[config.mk]
export PLATFORM = sky130hd
export DESIGN_NAME = turbo_ratio_ctrl
export DESIGN_NICKNAME = d
export VERILOG_FILES = /design/src/rtl/turbo_pkg.sv /design/src/rtl/turbo_limit_eval.sv /design/src/rtl/turbo_bounds.sv /design/src/rtl/turbo_step_core.sv /design/src/rtl/turbo_ratio_ctrl.sv
export SDC_FILE = /design/constraint.sdc
export NUM_CORES = 1
export LEC_CHECK = 0
export BUFFER_PORTS_ARGS = -buffer_cell sky130_fd_sc_hd__buf_4
export CORE_MARGIN = 2
export CORE_UTILIZATION = 47
export DETAILED_ROUTE_END_ITERATION = 12
export PLACE_DENSITY_LB_ADDON = 0.1
export SYNTH_ARGS = -nofsm -noshare
export SYNTH_HDL_FRONTEND = slang
export SYNTH_SLANG_ARGS = --single-unit
[constraint.sdc]
create_clock -name clk -period 2.28 [get_ports clk]
set_clock_uncertainty 0.15 [all_clocks]
set_input_delay 0.456 -clock clk [delete_from_list [all_inputs] [get_ports clk]]
set_output_delay 0.456 -clock clk [all_outputs]
set_load 0.02 [all_outputs]
[src/rtl/turbo_pkg.sv]
package turbo_pkg;
  localparam int RATIO_W_D    = 6;
  localparam int CORE_W_D     = 4;
  localparam int TEMP_W_D     = 8;
  localparam int TOP_RATIO_D  = 32;
  localparam int KNEE_CORES_D = 5;
  localparam int MIN_BASE_D   = 12;
  localparam int MAX_BASE_D   = 24;
  localparam int TEMP_LIMIT_D = 76;

  // ceiling for a given active-core count (count 0 uses the single-core value)
  function automatic int ceiling_for(input int cores, input int top, input int knee);
    if (cores <= 1)        return top;
    else if (cores >= knee) return top - knee + 1;
    else                   return top - cores + 1;
  endfunction
endpackage

[src/rtl/turbo_limit_eval.sv]
module turbo_limit_eval #(
  parameter int TEMP_W     = turbo_pkg::TEMP_W_D,
  parameter int TEMP_LIMIT = turbo_pkg::TEMP_LIMIT_D
) (
  input  logic [TEMP_W-1:0] temp_i,
  input  logic              pwr_over_i,
  input  logic              cur_over_i,
  output logic              limit_o
);
  localparam logic [TEMP_W-1:0] HOT = TEMP_W'(TEMP_LIMIT);

  logic temp_hot;

  always_comb begin
    temp_hot = (temp_i >= HOT);
    limit_o  = temp_hot | pwr_over_i | cur_over_i;
  end
endmodule

[src/rtl/turbo_bounds.sv]
module turbo_bounds #(
  parameter int RATIO_W    = turbo_pkg::RATIO_W_D,
  parameter int CORE_W     = turbo_pkg::CORE_W_D,
  parameter int TOP_RATIO  = turbo_pkg::TOP_RATIO_D,
  parameter int KNEE_CORES = turbo_pkg::KNEE_CORES_D,
  parameter int MIN_BASE   = turbo_pkg::MIN_BASE_D,
  parameter int MAX_BASE   = turbo_pkg::MAX_BASE_D
) (
  input  logic [RATIO_W-1:0] base_i,
  input  logic [CORE_W-1:0]  cores_i,
  output logic [RATIO_W-1:0] floor_o,
  output logic [RATIO_W-1:0] ceil_o,
  output logic               idle_o
);
  localparam int N_CNT = 1 << CORE_W;
  localparam logic [RATIO_W-1:0] LO = RATIO_W'(MIN_BASE);
  localparam logic [RATIO_W-1:0] HI = RATIO_W'(MAX_BASE);

  logic [RATIO_W-1:0] ceil_tab [N_CNT];

  for (genvar n = 0; n < N_CNT; n++) begin : g_ceil
    localparam int CV = turbo_pkg::ceiling_for(n, TOP_RATIO, KNEE_CORES);
    assign ceil_tab[n] = RATIO_W'(CV);
  end

  always_comb begin
    if (base_i < LO)      floor_o = LO;
    else if (base_i > HI) floor_o = HI;
    else                  floor_o = base_i;
    ceil_o = ceil_tab[cores_i];
    idle_o = (cores_i == '0);
  end
endmodule

[src/rtl/turbo_step_core.sv]
module turbo_step_core #(
  parameter int RATIO_W   = turbo_pkg::RATIO_W_D,
  parameter int TOP_RATIO = turbo_pkg::TOP_RATIO_D
) (
  input  logic               clk,
  input  logic               rst_n,
  input  logic               tick_i,
  input  logic               en_i,
  input  logic               limit_i,
  input  logic               idle_i,
  input  logic [RATIO_W-1:0] floor_i,
  input  logic [RATIO_W-1:0] ceil_i,
  output logic [RATIO_W-1:0] ratio_o,
  output logic               changed_o
);
  localparam logic [RATIO_W-1:0] ONE = RATIO_W'(1);

  logic [RATIO_W-1:0] ratio_q, ratio_d;
  logic               seeded_q, seeded_d;
  logic               changed_q, changed_d;
  logic               step_en;

  // next-state
  always_comb begin
    ratio_d  = ratio_q;
    seeded_d = 1'b1;
    step_en  = seeded_q && en_i && (ratio_q >= floor_i) && tick_i && !idle_i;
    if (!seeded_q || !en_i || (ratio_q < floor_i)) begin
      ratio_d = floor_i;
    end else if (step_en) begin
      if (limit_i) begin
        if (ratio_q > floor_i) ratio_d = ratio_q - ONE;
      end else if (ratio_q < ceil_i) begin
        ratio_d = ratio_q + ONE;
      end else if ((ratio_q > ceil_i) && (ratio_q > floor_i)) begin
        ratio_d = ratio_q - ONE;
      end
    end
    changed_d = seeded_q && (ratio_d != ratio_q);
  end

  // registers
  always_ff @(posedge clk or negedge rst_n) begin
    if (!rst_n) begin
      ratio_q   <= '0;
      seeded_q  <= 1'b0;
      changed_q <= 1'b0;
    end else begin
      ratio_q   <= ratio_d;
      seeded_q  <= seeded_d;
      changed_q <= changed_d;
    end
  end

  assign ratio_o   = seeded_q ? ratio_q : floor_i;
  assign changed_o = changed_q;

  // without a tick, an enabled ratio at/above its floor holds
  a_r3_hold_between_ticks: assert property (@(posedge clk) disable iff (!rst_n)
    ($past(seeded_q) && !$past(tick_i) && $past(en_i) && ($past(ratio_q) >= $past(floor_i)))
    |-> $stable(ratio_q));

  // one step at most per edge once stepping is live
  a_r3_single_step: assert property (@(posedge clk) disable iff (!rst_n)
    ($past(seeded_q) && $past(en_i) && ($past(ratio_q) >= $past(floor_i)))
    |-> ($stable(ratio_q) || (ratio_q == $past(ratio_q) + ONE) || (ratio_q + ONE == $past(ratio_q))));

  // a limit at a tick never lets the ratio rise
  a_r4_limit_no_rise: assert property (@(posedge clk) disable iff (!rst_n)
    ($past(seeded_q) && $past(tick_i) && $past(limit_i) && $past(en_i) && ($past(ratio_q) >= $past(floor_i)))
    |-> (ratio_q <= $past(ratio_q)));

  // never above the top ceiling
  a_r7_top_bound: assert property (@(posedge clk) disable iff (!rst_n)
    seeded_q |-> (ratio_q <= RATIO_W'(TOP_RATIO)));

  // zero active cores freeze an enabled ratio
  a_r9_idle_hold: assert property (@(posedge clk) disable iff (!rst_n)
    ($past(seeded_q) && $past(idle_i) && $past(en_i) && ($past(ratio_q) >= $past(floor_i)))
    |-> $stable(ratio_q));

  // no change pulse on the seeding edge after reset
  a_r10_no_pulse_at_seed: assert property (@(posedge clk) disable iff (!rst_n)
    !$past(seeded_q) |-> !changed_q);
endmodule

[src/rtl/turbo_ratio_ctrl.sv]
module turbo_ratio_ctrl #(
  parameter int RATIO_W    = turbo_pkg::RATIO_W_D,
  parameter int CORE_W     = turbo_pkg::CORE_W_D,
  parameter int TEMP_W     = turbo_pkg::TEMP_W_D,
  parameter int TOP_RATIO  = turbo_pkg::TOP_RATIO_D,
  parameter int KNEE_CORES = turbo_pkg::KNEE_CORES_D,
  parameter int MIN_BASE   = turbo_pkg::MIN_BASE_D,
  parameter int MAX_BASE   = turbo_pkg::MAX_BASE_D,
  parameter int TEMP_LIMIT = turbo_pkg::TEMP_LIMIT_D
) (
  input  logic               clk,
  input  logic               rst_n,
  input  logic               tick_i,
  input  logic [TEMP_W-1:0]  temp_i,
  input  logic               pwr_over_i,
  input  logic               cur_over_i,
  input  logic [RATIO_W-1:0] base_ratio_i,
  input  logic               turbo_en_i,
  input  logic [CORE_W-1:0]  active_cores_i,
  output logic [RATIO_W-1:0] ratio_o,
  output logic               boost_ok_o,
  output logic               clamp_o,
  output logic               changed_o
);
  logic               limit;
  logic               idle;
  logic [RATIO_W-1:0] floor_r, ceil_r;

  turbo_limit_eval #(.TEMP_W(TEMP_W), .TEMP_LIMIT(TEMP_LIMIT)) u_limit (
    .temp_i     (temp_i),
    .pwr_over_i (pwr_over_i),
    .cur_over_i (cur_over_i),
    .limit_o    (limit)
  );

  turbo_bounds #(
    .RATIO_W(RATIO_W), .CORE_W(CORE_W), .TOP_RATIO(TOP_RATIO),
    .KNEE_CORES(KNEE_CORES), .MIN_BASE(MIN_BASE), .MAX_BASE(MAX_BASE)
  ) u_bounds (
    .base_i  (base_ratio_i),
    .cores_i (active_cores_i),
    .floor_o (floor_r),
    .ceil_o  (ceil_r),
    .idle_o  (idle)
  );

  turbo_step_core #(.RATIO_W(RATIO_W), .TOP_RATIO(TOP_RATIO)) u_step (
    .clk       (clk),
    .rst_n     (rst_n),
    .tick_i    (tick_i),
    .en_i      (turbo_en_i),
    .limit_i   (limit),
    .idle_i    (idle),
    .floor_i   (floor_r),
    .ceil_i    (ceil_r),
    .ratio_o   (ratio_o),
    .changed_o (changed_o)
  );

  always_comb begin
    boost_ok_o = turbo_en_i && !limit && !idle;
    clamp_o    = turbo_en_i && limit && !idle && (ratio_o == floor_r);
  end

  // an enabled, settled ratio is never seen below the floor it was held to
  a_r5_floor_kept: assert property (@(posedge clk) disable iff (!rst_n)
    ($past(turbo_en_i) && $stable(base_ratio_i)) |-> (ratio_o >= floor_r));

  // disabled turbo lands on the floor one edge later
  a_r2_follow_base: assert property (@(posedge clk) disable iff (!rst_n)
    (!$past(turbo_en_i) && $stable(base_ratio_i)) |-> (ratio_o == floor_r));
endmodule

== Yosys cells after proc, flatten, opt, wreduce, memory -nomap -nowiden ==
Memory sizes are Yosys's and may differ from the RTL's.
Cells that the tools add are included.
Cells by class
  bitwise gates (word level): 3
  multipliers: 0
  eq/ne operators: 2
  divide/modulo/power cells: 0
  mux-type cells: 11
  reductions and logical operators: 18
  magnitude comparators: 9
  shifts and indexed selects: 0
  add/subtract/negate cells: 2
Operators by type and width (count)
  2-to-1 mux 6 bit: 11
  > comparator 6 bit: 2
  < comparator 6 bit: 2
  logical AND 1 bit: 11
  greater-or-equal comparator 8 x 7 -> 1 bit (second input constant): 1
  adder 6 x 1 -> 6 bit (second input constant): 1
  equality test 6 bit: 1
  greater-or-equal comparator 6 bit: 1
  > comparator 6 x 5 -> 1 bit (second input constant): 1
  < comparator 6 x 4 -> 1 bit (second input constant): 1
  != test 6 bit: 1
  subtractor 6 x 1 -> 6 bit (second input constant): 1
  greater-or-equal comparator 5 bit (second input constant): 1
  inverter 4 -> 5 bit: 1
  logical NOT 1 bit: 4
  logical NOT 4 bit: 1
  logical OR 1 bit: 2
  OR 1 bit: 2
Word-level totals
  bits in read-only memories: 96
  latch bits: 0
  RAM bits: 0
  bits of input ports: 24
  memories: 1
  bits in registers: 8
  logic and storage cells: 49
  output and inout bits: 9
Memory list
  (name not given): depth 16, width 6, read ports 1, clocked after Yosys merged registers in 0, write ports 0, RTL line turbo_bounds.sv:30  | ceil_o = ceil_tab[cores_i];

== Longest topological paths before layout ==
Gate-level depths: netlist (run 1).
  depth after elaboration: 13
  mapped depth: 13

== Modules after synthesis ==
Synthesis (run 1) repeated with hierarchy kept, for this count alone.
Unflattened totals
  cell total of the unflattened synthesis: 185
  area total of the unflattened synthesis: 1457.6 um^2
By module, submodules not included
  turbo_step_core: times used 1, cells each 156, sequential area each 200.2 um^2, area an instance 1233.7 um^2
  turbo_bounds: times used 1, cells each 17, sequential area each 0.0 um^2, area an instance 117.6 um^2
  turbo_ratio_ctrl: times used 1, cells each 10, sequential area each 0.0 um^2, area an instance 86.3 um^2
  turbo_limit_eval: times used 1, cells each 2, sequential area each 0.0 um^2, area an instance 20.0 um^2

== Least setup slack after synthesis (run 1) ==
Ideal clock, no wire load.
  path type: input port to flip-flop
  start point: input port active_cores_i[1]
  end point: register u_step.ratio_q[3]
  setup slack: -0.604 ns
  data arrival time: 2.603 ns
  path buffers: 0
  stages: 10
  setup time: 0.131 ns
  required time: 1.999 ns
  cell sequence: or3_1 inv_1 ha_1 a21oi_1 nor2_1 or3_1 or2_4 a311o_1 a31oi_1 o22ai_1
Between the ends
  word-level cells in the longest chain between the ends: 11
  elaborated cells on any way between the ends: 15
Ends and longest elaborated chain
  start: declaration: RTL line turbo_ratio_ctrl.sv:19  | input logic [CORE_W-1:0] active_cores_i,
  inverter 4 -> 5 bit (implied by the code): RTL line turbo_bounds.sv:30
  memory (16 x 6 bit)
  2-to-1 mux 6 bit (implied by the code) (2 in a row): RTL line turbo_bounds.sv:30
  > comparator 6 bit: RTL line turbo_step_core.sv:35  | end else if ((ratio_q > ceil_i) && (ratio_q > floor_i)) begin
  logical AND 1 bit: RTL line turbo_step_core.sv:35
  2-to-1 mux 6 bit: RTL line turbo_step_core.sv:35
  2-to-1 mux 6 bit: RTL line turbo_step_core.sv:33  | end else if (ratio_q < ceil_i) begin
  2-to-1 mux 6 bit: RTL line turbo_step_core.sv:31  | if (limit_i) begin
  2-to-1 mux 6 bit (*): RTL line turbo_step_core.sv:30  | end else if (step_en) begin
  2-to-1 mux 6 bit (*): RTL line turbo_step_core.sv:28  | if (!seeded_q || !en_i || (ratio_q < floor_i)) begin
  via u_step.ratio_d[3]: RTL line turbo_step_core.sv:18  | logic [RATIO_W-1:0] ratio_q, ratio_d;
  end signal: assignment: RTL line turbo_step_core.sv:49  | ratio_q <= ratio_d;
  end: declaration: RTL line turbo_step_core.sv:18
The timed path passes the listed nets; every way through them passes the cells marked *. The select of a mux whose other input is x is not followed.

== Worst setup path after layout (run 1) ==
  start point: input port base_ratio_i[3]
  end point: register u_step.ratio_q[3]
Between the ends
  word-level cells in the longest chain between the ends: 10
  elaborated cells on any way between the ends: 18
Ends and longest elaborated chain
  start: declaration: RTL line turbo_ratio_ctrl.sv:17  | input logic [RATIO_W-1:0] base_ratio_i,
  > comparator 6 x 5 -> 1 bit: RTL line turbo_bounds.sv:28  | else if (base_i > HI) floor_o = HI;
  2-to-1 mux 6 bit: RTL line turbo_bounds.sv:28
  2-to-1 mux 6 bit (*): RTL line turbo_bounds.sv:27  | if (base_i < LO) floor_o = LO;
  > comparator 6 bit: RTL line turbo_step_core.sv:32, turbo_step_core.sv:35
  logical AND 1 bit: RTL line turbo_step_core.sv:35
  2-to-1 mux 6 bit: RTL line turbo_step_core.sv:35
  2-to-1 mux 6 bit: RTL line turbo_step_core.sv:33
  2-to-1 mux 6 bit: RTL line turbo_step_core.sv:31
  2-to-1 mux 6 bit: RTL line turbo_step_core.sv:30
  2-to-1 mux 6 bit (*): RTL line turbo_step_core.sv:28
  via u_step.ratio_d[3]: RTL line turbo_step_core.sv:18
The timed path passes the listed nets; every way through them passes the cells marked *.

==> flow_summary_export.csv, run 1 <==
group,metric,value,unit
place,preCtsSetupSlack,-0.719,ns
job,drv_cap,0,
global_routing,track_usage,33.9,%
outcome,status,"finished with violations",
synth,syn_area,0.00121,mm2
synth,postSynthRegisterBits,8,
outcome,failed_checks,"setup timing",
sta,rsz0062_at_grt,"yes",
layout,final_common_cell,"buf_4",
drt,routed_via_density,6.84,
critical_path,cp_slowest_cell,"ha_1",
synth,ys_types,47,
pwr,p_leak,1.04,nW
synth,synthSimpleGateAreaFrac,23.4,%
pwr,ir_worst_vdd,0.577,mV
die,coreArea,0.00245,mm2
die,std_cell_rows,18,
die,die_h,54.7,um
synth,synthTopCellsByArea,"dfrtp_1 17%, ha_1 15%, a21oi_1 5.4%",
die,io_pins,33,
global_routing,grt_pass1_vias,1680,
synth,synth_top_family_by_area,"compound AO/OA/AOI/OAI gates",
layout,stdcell_area,0.00229,mm2
clock_network,clockRootBuffer,"clkbuf_4",
die,start_util,49.1,%
clock_network,cts_buffers,3,
place,gp_congestion,0.973,
sta,setup_viol,8,
critical_path,critPathTopFamily,"compound AO/OA/AOI/OAI gates",
drt,drcViolationCount,0,
drt,wl_per_cell,22.3,um
synth,synth_cells,162,
worst_hold_path,hold_class,"in2async",
layout,layout_common_cells,"77 x buf_4, 17 x buf_6, 15 x nor2_1",
clock_network,cts_max_level,1,
layout,final_util,93.4,%
pwr,total_power,0.832,mW
place,hpwl,3250,um
synth,ys.flop_type,"dfrtp_1",
sta,post-route-min-period,2.79,ns
sta,maxSlewHeadroom,66.1,%
critical_path,worstSetupPathType,"in2reg",
synth,synthMuxAreaShare,1.66,%
sta,fin_crit_sh,122,%
layout,num_antenna_cells,0,
clock_network,clkSinkCount,8,
drt,drt_first_pass_iters,4,
sta,max_freq,359,MHz
critical_path,end_kind,"register",
synth,ys_async_sr_fraction,100,%
global_routing,met1_usage,35.1,%
layout,drive_gt1_share,55.1,%
global_routing,grtUsageMet3,9.56,%
critical_path,critPathBufInv,2,
synth,synth_fa_ha_area_share,14.5,%
place,port_buffers,30,
global_routing,grt_most_used_layer,"met2",
critical_path,critPathArrivalTime,2.81,ns
drt,ant_nets,0,
sta,drv_slew,0,
drt,wirelength,6330,um
synth,synth-xor-area-share,5.08,%
synth,synth_warnings,0,
die,die_w,54.7,um
critical_path,crit_chain,"buf_6 > nand2b_1 > nor2_1 > ha_1 > and4_1 > and3_1 > buf_4 > o21bai_2 > a21oi_4 > o21ai_0 > o22ai_1",
critical_path,critPathRequiredTime,2.30,ns
synth,yosysTopAreaCellShare,16.6,%
clock_network,cts_buffer_depth,2,
synth,syn_avg_cell_area,7.45,um2
global_routing,grt_max_degree,16,
synth,synth_edf_count,0,
clock_network,path_clk_slew,0.06,ns
synth,synth-compound-area-share,32.9,%
layout,area_delta_synth_final,90.0,%
die,die_area,0.00299,mm2
sta,finalWorstSetupSlack,-0.508,ns
global_routing,grt_pass1_wl,7210,um
synth,yosysSeqAreaShare,16.6,%
global_routing,grt-ovfl-total,0,
critical_path,cpPeakStageDelay,0.32,ns
sta,hold_viol,0,
place,placed_cell_area,0.00189,mm2
synth,synth_top_area_cell,"dfrtp_1",
clock_network,clkLatencyLatePin,0.26,ns
critical_path,cp-start-kind,"input port",
global_routing,met2_usage,62.7,%
drt,drt_iter0_drc,72,
layout,nets,294,
global_routing,grt_antenna_before_repair,0,
critical_path,crit_fanout,6,
pwr,power_density,363,mW/mm2
sta,worstMarginPinSlew,0.509,ns
clock_network,cts_tree,"done",
drt,via_count,1943,
## registers in the layout (all words and copies together) (netlist names)
| signal | cells |
|---|---|
| u_step.ratio_q | 6 |
| u_step.changed_o | 1 |
| u_step.seeded_q | 1 |
## metal layers
metal	share of wire (%)	wire (um)
met5	0	0
met1	35	2240
met4	7.8	494
met2	48	3040
met3	8.8	554
## power by group
| group | switching (mW) | total [mW] | internal (mW) | leakage, nW |
|---|---|---|---|---|
| Clock | 0.0538 | 0.114 | 0.0606 | 0.0138 |
| Sequential | 0.0237 | 0.176 | 0.152 | 0.0973 |
| Combinational | 0.270 | 0.542 | 0.272 | 0.932 |
## timing repair
action,4_1_cts,5_1_grt
setup endpoints to repair,9,9
endpoints found under the hold margin,8,0
pin swaps,11,14
gates resized for setup,17,34
hold buffers,1,0
buffers inserted,16,4
## cells in the mapped netlist (3+ instances only)
cell	n
a21o_1	3
a21oi_1	13
a31oi_1	4
and3_1	5
clkbuf_1	5
dfrtp_1	8
ha_1	14
inv_1	10
nand2_1	11
nand2b_1	5
nand3_1	4
nor2_1	17
nor3_1	4
o21a_1	3
o21ai_0	8
o221ai_1	3
xnor2_1	6
## cell type report
class | instances | area [um2]
Multi-Input combinational cell | 138 | 1210
Inverter | 10 | 42.5
Timing Repair Buffer | 95 | 779
Fill cell | 84 | 163
Clock buffer | 3 | 22.5
Sequential cell | 8 | 200
Tap cell | 30 | 37.5
## metrics by stage
stage	hold slack [ns]	std cells	setup TNS [ns]
5_1_grt	0.435	284	-4.73
3_5_place_dp	0.131	261	-4.86
2_1_floorplan	0.0104	163	-2.30
3_3_place_gp	0.128	261	-4.22
6_report	0.407	284	-3.33
4_1_cts	0.410	281	-2.55
## final timing paths
kind                                        startpoint                          end  slack (ns)  depth (start not counted)
setup reg to reg           u_step.ratio_q[5]$_DFF_PN0_  u_step.ratio_q[3]$_DFF_PN0_       -0.41                          8
max in group asynchronous                        rst_n    u_step.seeded_q$_DFF_PN0_        1.44                          2
setup / recovery                       base_ratio_i[3]  u_step.ratio_q[3]$_DFF_PN0_       -0.51                         11
hold / removal                                   rst_n  u_step.ratio_q[2]$_DFF_PN0_        0.41                          2
hold reg to reg            u_step.ratio_q[0]$_DFF_PN0_  u_step.ratio_q[0]$_DFF_PN0_        0.63                          3
min in group clk                       base_ratio_i[5]  u_step.ratio_q[4]$_DFF_PN0_        0.49                          3
## cells by family after synthesis
family / after synthesis
simple gates: 57
compound gates: 56
buf+inv: 17
fa+ha+maj: 14
flops: 8
xor+xnor: 7
mux: 2
other cells: 1
No activity file was read; power rests on OpenSTA's default activity.
==> run 2, diff against run 1 <==
Settings changed: ABC_CLOCK_PERIOD_IN_PS set to 2280, RECOVER_POWER set to 25.
==> flow_summary_export.csv, run 2 (synthesized netlist as in run 1, its figures left out) <==
group,metric,value,unit
drt,wl_per_cell,22.0,um
layout,regArea,200,um2
sta,worstMarginPinSlew,0.501,ns
critical_path,end_kind,"register",
die,start_util,49.1,%
drt,wl_met2,2940,um
pwr,pwr-share-clk,14.0,%
drt,wl_met3,556,um
sta,drv_slew,0,
drt,drt_iter0_drc,67,
worst_hold_path,hold_class,"in2reg",
layout,multiInputGateArea,0.00121,mm2
clock_network,cts_tree,"done",
layout,drive_gt1_share,54.7,%
die,std_cell_rows,18,
clock_network,clkSinkCount,8,
layout,nets,294,
layout,finalNonFillerCells,284,
die,io_pins,33,
die,die_area,0.00299,mm2
clock_network,cts_buffer_depth,2,
layout,largest_reg_flops,6,
drt,via_count,1928,
pwr,p_leak,1.04,nW
place,placed_cell_area,0.00189,mm2
critical_path,critPathRequiredTime,2.26,ns
sta,maxSlewHeadroom,66.6,%
drt,wirelength,6250,um
clock_network,cts_buffers,3,
critical_path,critPathArrivalTime,2.75,ns
pwr,comb_power_share,64.9,%
outcome,failed_checks,"setup timing",
drt,route.top_layer_used,"met4",
clock_network,clockRootBuffer,"clkbuf_4",
pwr,p_int,0.484,mW
sta,finalWorstSetupSlack,-0.491,ns
layout,stdcell_area,0.00229,mm2
critical_path,r2r_setup_slack,-0.41,ns
clock_network,clkLatencyLatePin,0.26,ns
pwr,p_switching,0.348,mW
critical_path,worstSetupPathType,"in2reg",
place,port_buffers,30,
pwr,switching_share,41.8,%
pwr,ir_worst_vdd,0.580,mV
job,drv_cap,0,
global_routing,grt_max_degree,16,
drt,wl_met1,2170,um
pwr,seq_power_share,21.2,%
die,die_w,54.7,um
global_routing,grt-ovfl-total,0,
worst_hold_path,worstHoldPathCells,3,
drt,drcViolationCount,0,
sta,post-route-min-period,2.77,ns
clock_network,path_clk_slew,0.06,ns
place,hpwl,3250,um
die,coreArea,0.00245,mm2
sta,hold_viol,0,
place,gp_congestion,0.973,
drt,drt_first_pass_iters,4,
sta,rsz0062_at_grt,"yes",
place,dp_cells,261,
layout,regMostFlops,"u_step.ratio_q",
sta,setup_viol,8,
critical_path,cp-start-kind,"input port",
die,die_h,54.7,um
layout,nFillCells,84,
drt,routed_via_density,6.79,
drt,ant_nets,0,
sta,fin_crit_sh,122,%
critical_path,rr_worst_depth,8,
global_routing,grt_antenna_before_repair,0,
pwr,power_density,364,mW/mm2
critical_path,crit_fanout,3,
clock_network,cts_max_level,1,
global_routing,grt_pass1_vias,1680,
layout,area_delta_synth_final,89.7,%
global_routing,track_usage,33.9,%
pwr,total_power,0.832,mW
layout,final_common_cell,"buf_4",
global_routing,grt_pass1_wl,7210,um
outcome,status,"finished with violations",
sta,max_freq,361,MHz
layout,layout_common_cells,"76 x buf_4, 17 x buf_6, 15 x nor2_1",
layout,num_antenna_cells,0,
[run 2: changes by cell type in the layout (fill, tap and decap cells not counted)]
cell      change
buf_4         -1
clkbuf_1      +1
[run 2: through the flow]
stage	setup slack, ns	hold slack (ns)	utilization (%)	setup TNS, ns
floorplan	-0.453	0.0104	-	-2.30
global placement	-0.604	0.128	77.2	-4.22
detailed placement	-0.719	0.131	77.2	-4.86
CTS	-0.386	0.410	86.7	-2.55
global route	-0.727	0.475	93.2	-4.73
finish	-0.491	0.481	93.2	-3.27
[run 2: path summary, 6_finish.rpt]
path                                        startpoint                           to
setup reg to reg           u_step.ratio_q[5]$_DFF_PN0_  u_step.ratio_q[3]$_DFF_PN0_
min in group asynchronous                        rst_n  u_step.ratio_q[5]$_DFF_PN0_
setup / recovery                     active_cores_i[1]  u_step.ratio_q[3]$_DFF_PN0_
hold reg to reg            u_step.ratio_q[0]$_DFF_PN0_  u_step.ratio_q[0]$_DFF_PN0_
hold / removal                         base_ratio_i[5]  u_step.ratio_q[4]$_DFF_PN0_
max in group asynchronous                        rst_n    u_step.seeded_q$_DFF_PN0_
[run 2: critical path, cell delays in order]
cell     delay (ns)
buf_6          0.09
or3_4          0.43
inv_6          0.10
ha_4           0.20
nand4_1        0.14
a21oi_2        0.06
or3_4          0.39
or2_4          0.27
a311o_1        0.27
a31oi_1        0.22
o22ai_1        0.12
[run 2: layer usage]
layer	up-vias	track usage, %
met2	168	62.7
met1	895	35.1
met4	0	14.6
li1	798	-
met3	67	9.56
met5	-	0
[run 2: repair_timing]
item | CTS | global route
hold buffers | 1 | 0
endpoints found under the hold margin | 8 | 0
pin swaps | 11 | 14
setup buffers | 16 | 4
resized for setup | 17 | 34
endpoints found under the setup margin | 9 | 9
[run 2: area by class of cell]
cell class | count | share of cell area (%)
multi-input cells | 138 | 52.9
repair buffers | 95 | 33.9
flip-flops and latches | 8 | 8.75
inverters | 10 | 1.86
well taps | 30 | 1.64
clock buffers | 3 | 0.984
[run 2: power by group through the flow]
stage	registers (mW)	clock network [mW]	logic [mW]
4_1_cts	0.173	0.110	0.452
3_5_place_dp	0.175	0	0.386
3_3_place_gp	0.175	0	0.371
6_report	0.176	0.116	0.540
2_1_floorplan	0.172	0	0.213
5_1_grt	0.175	0.118	0.566
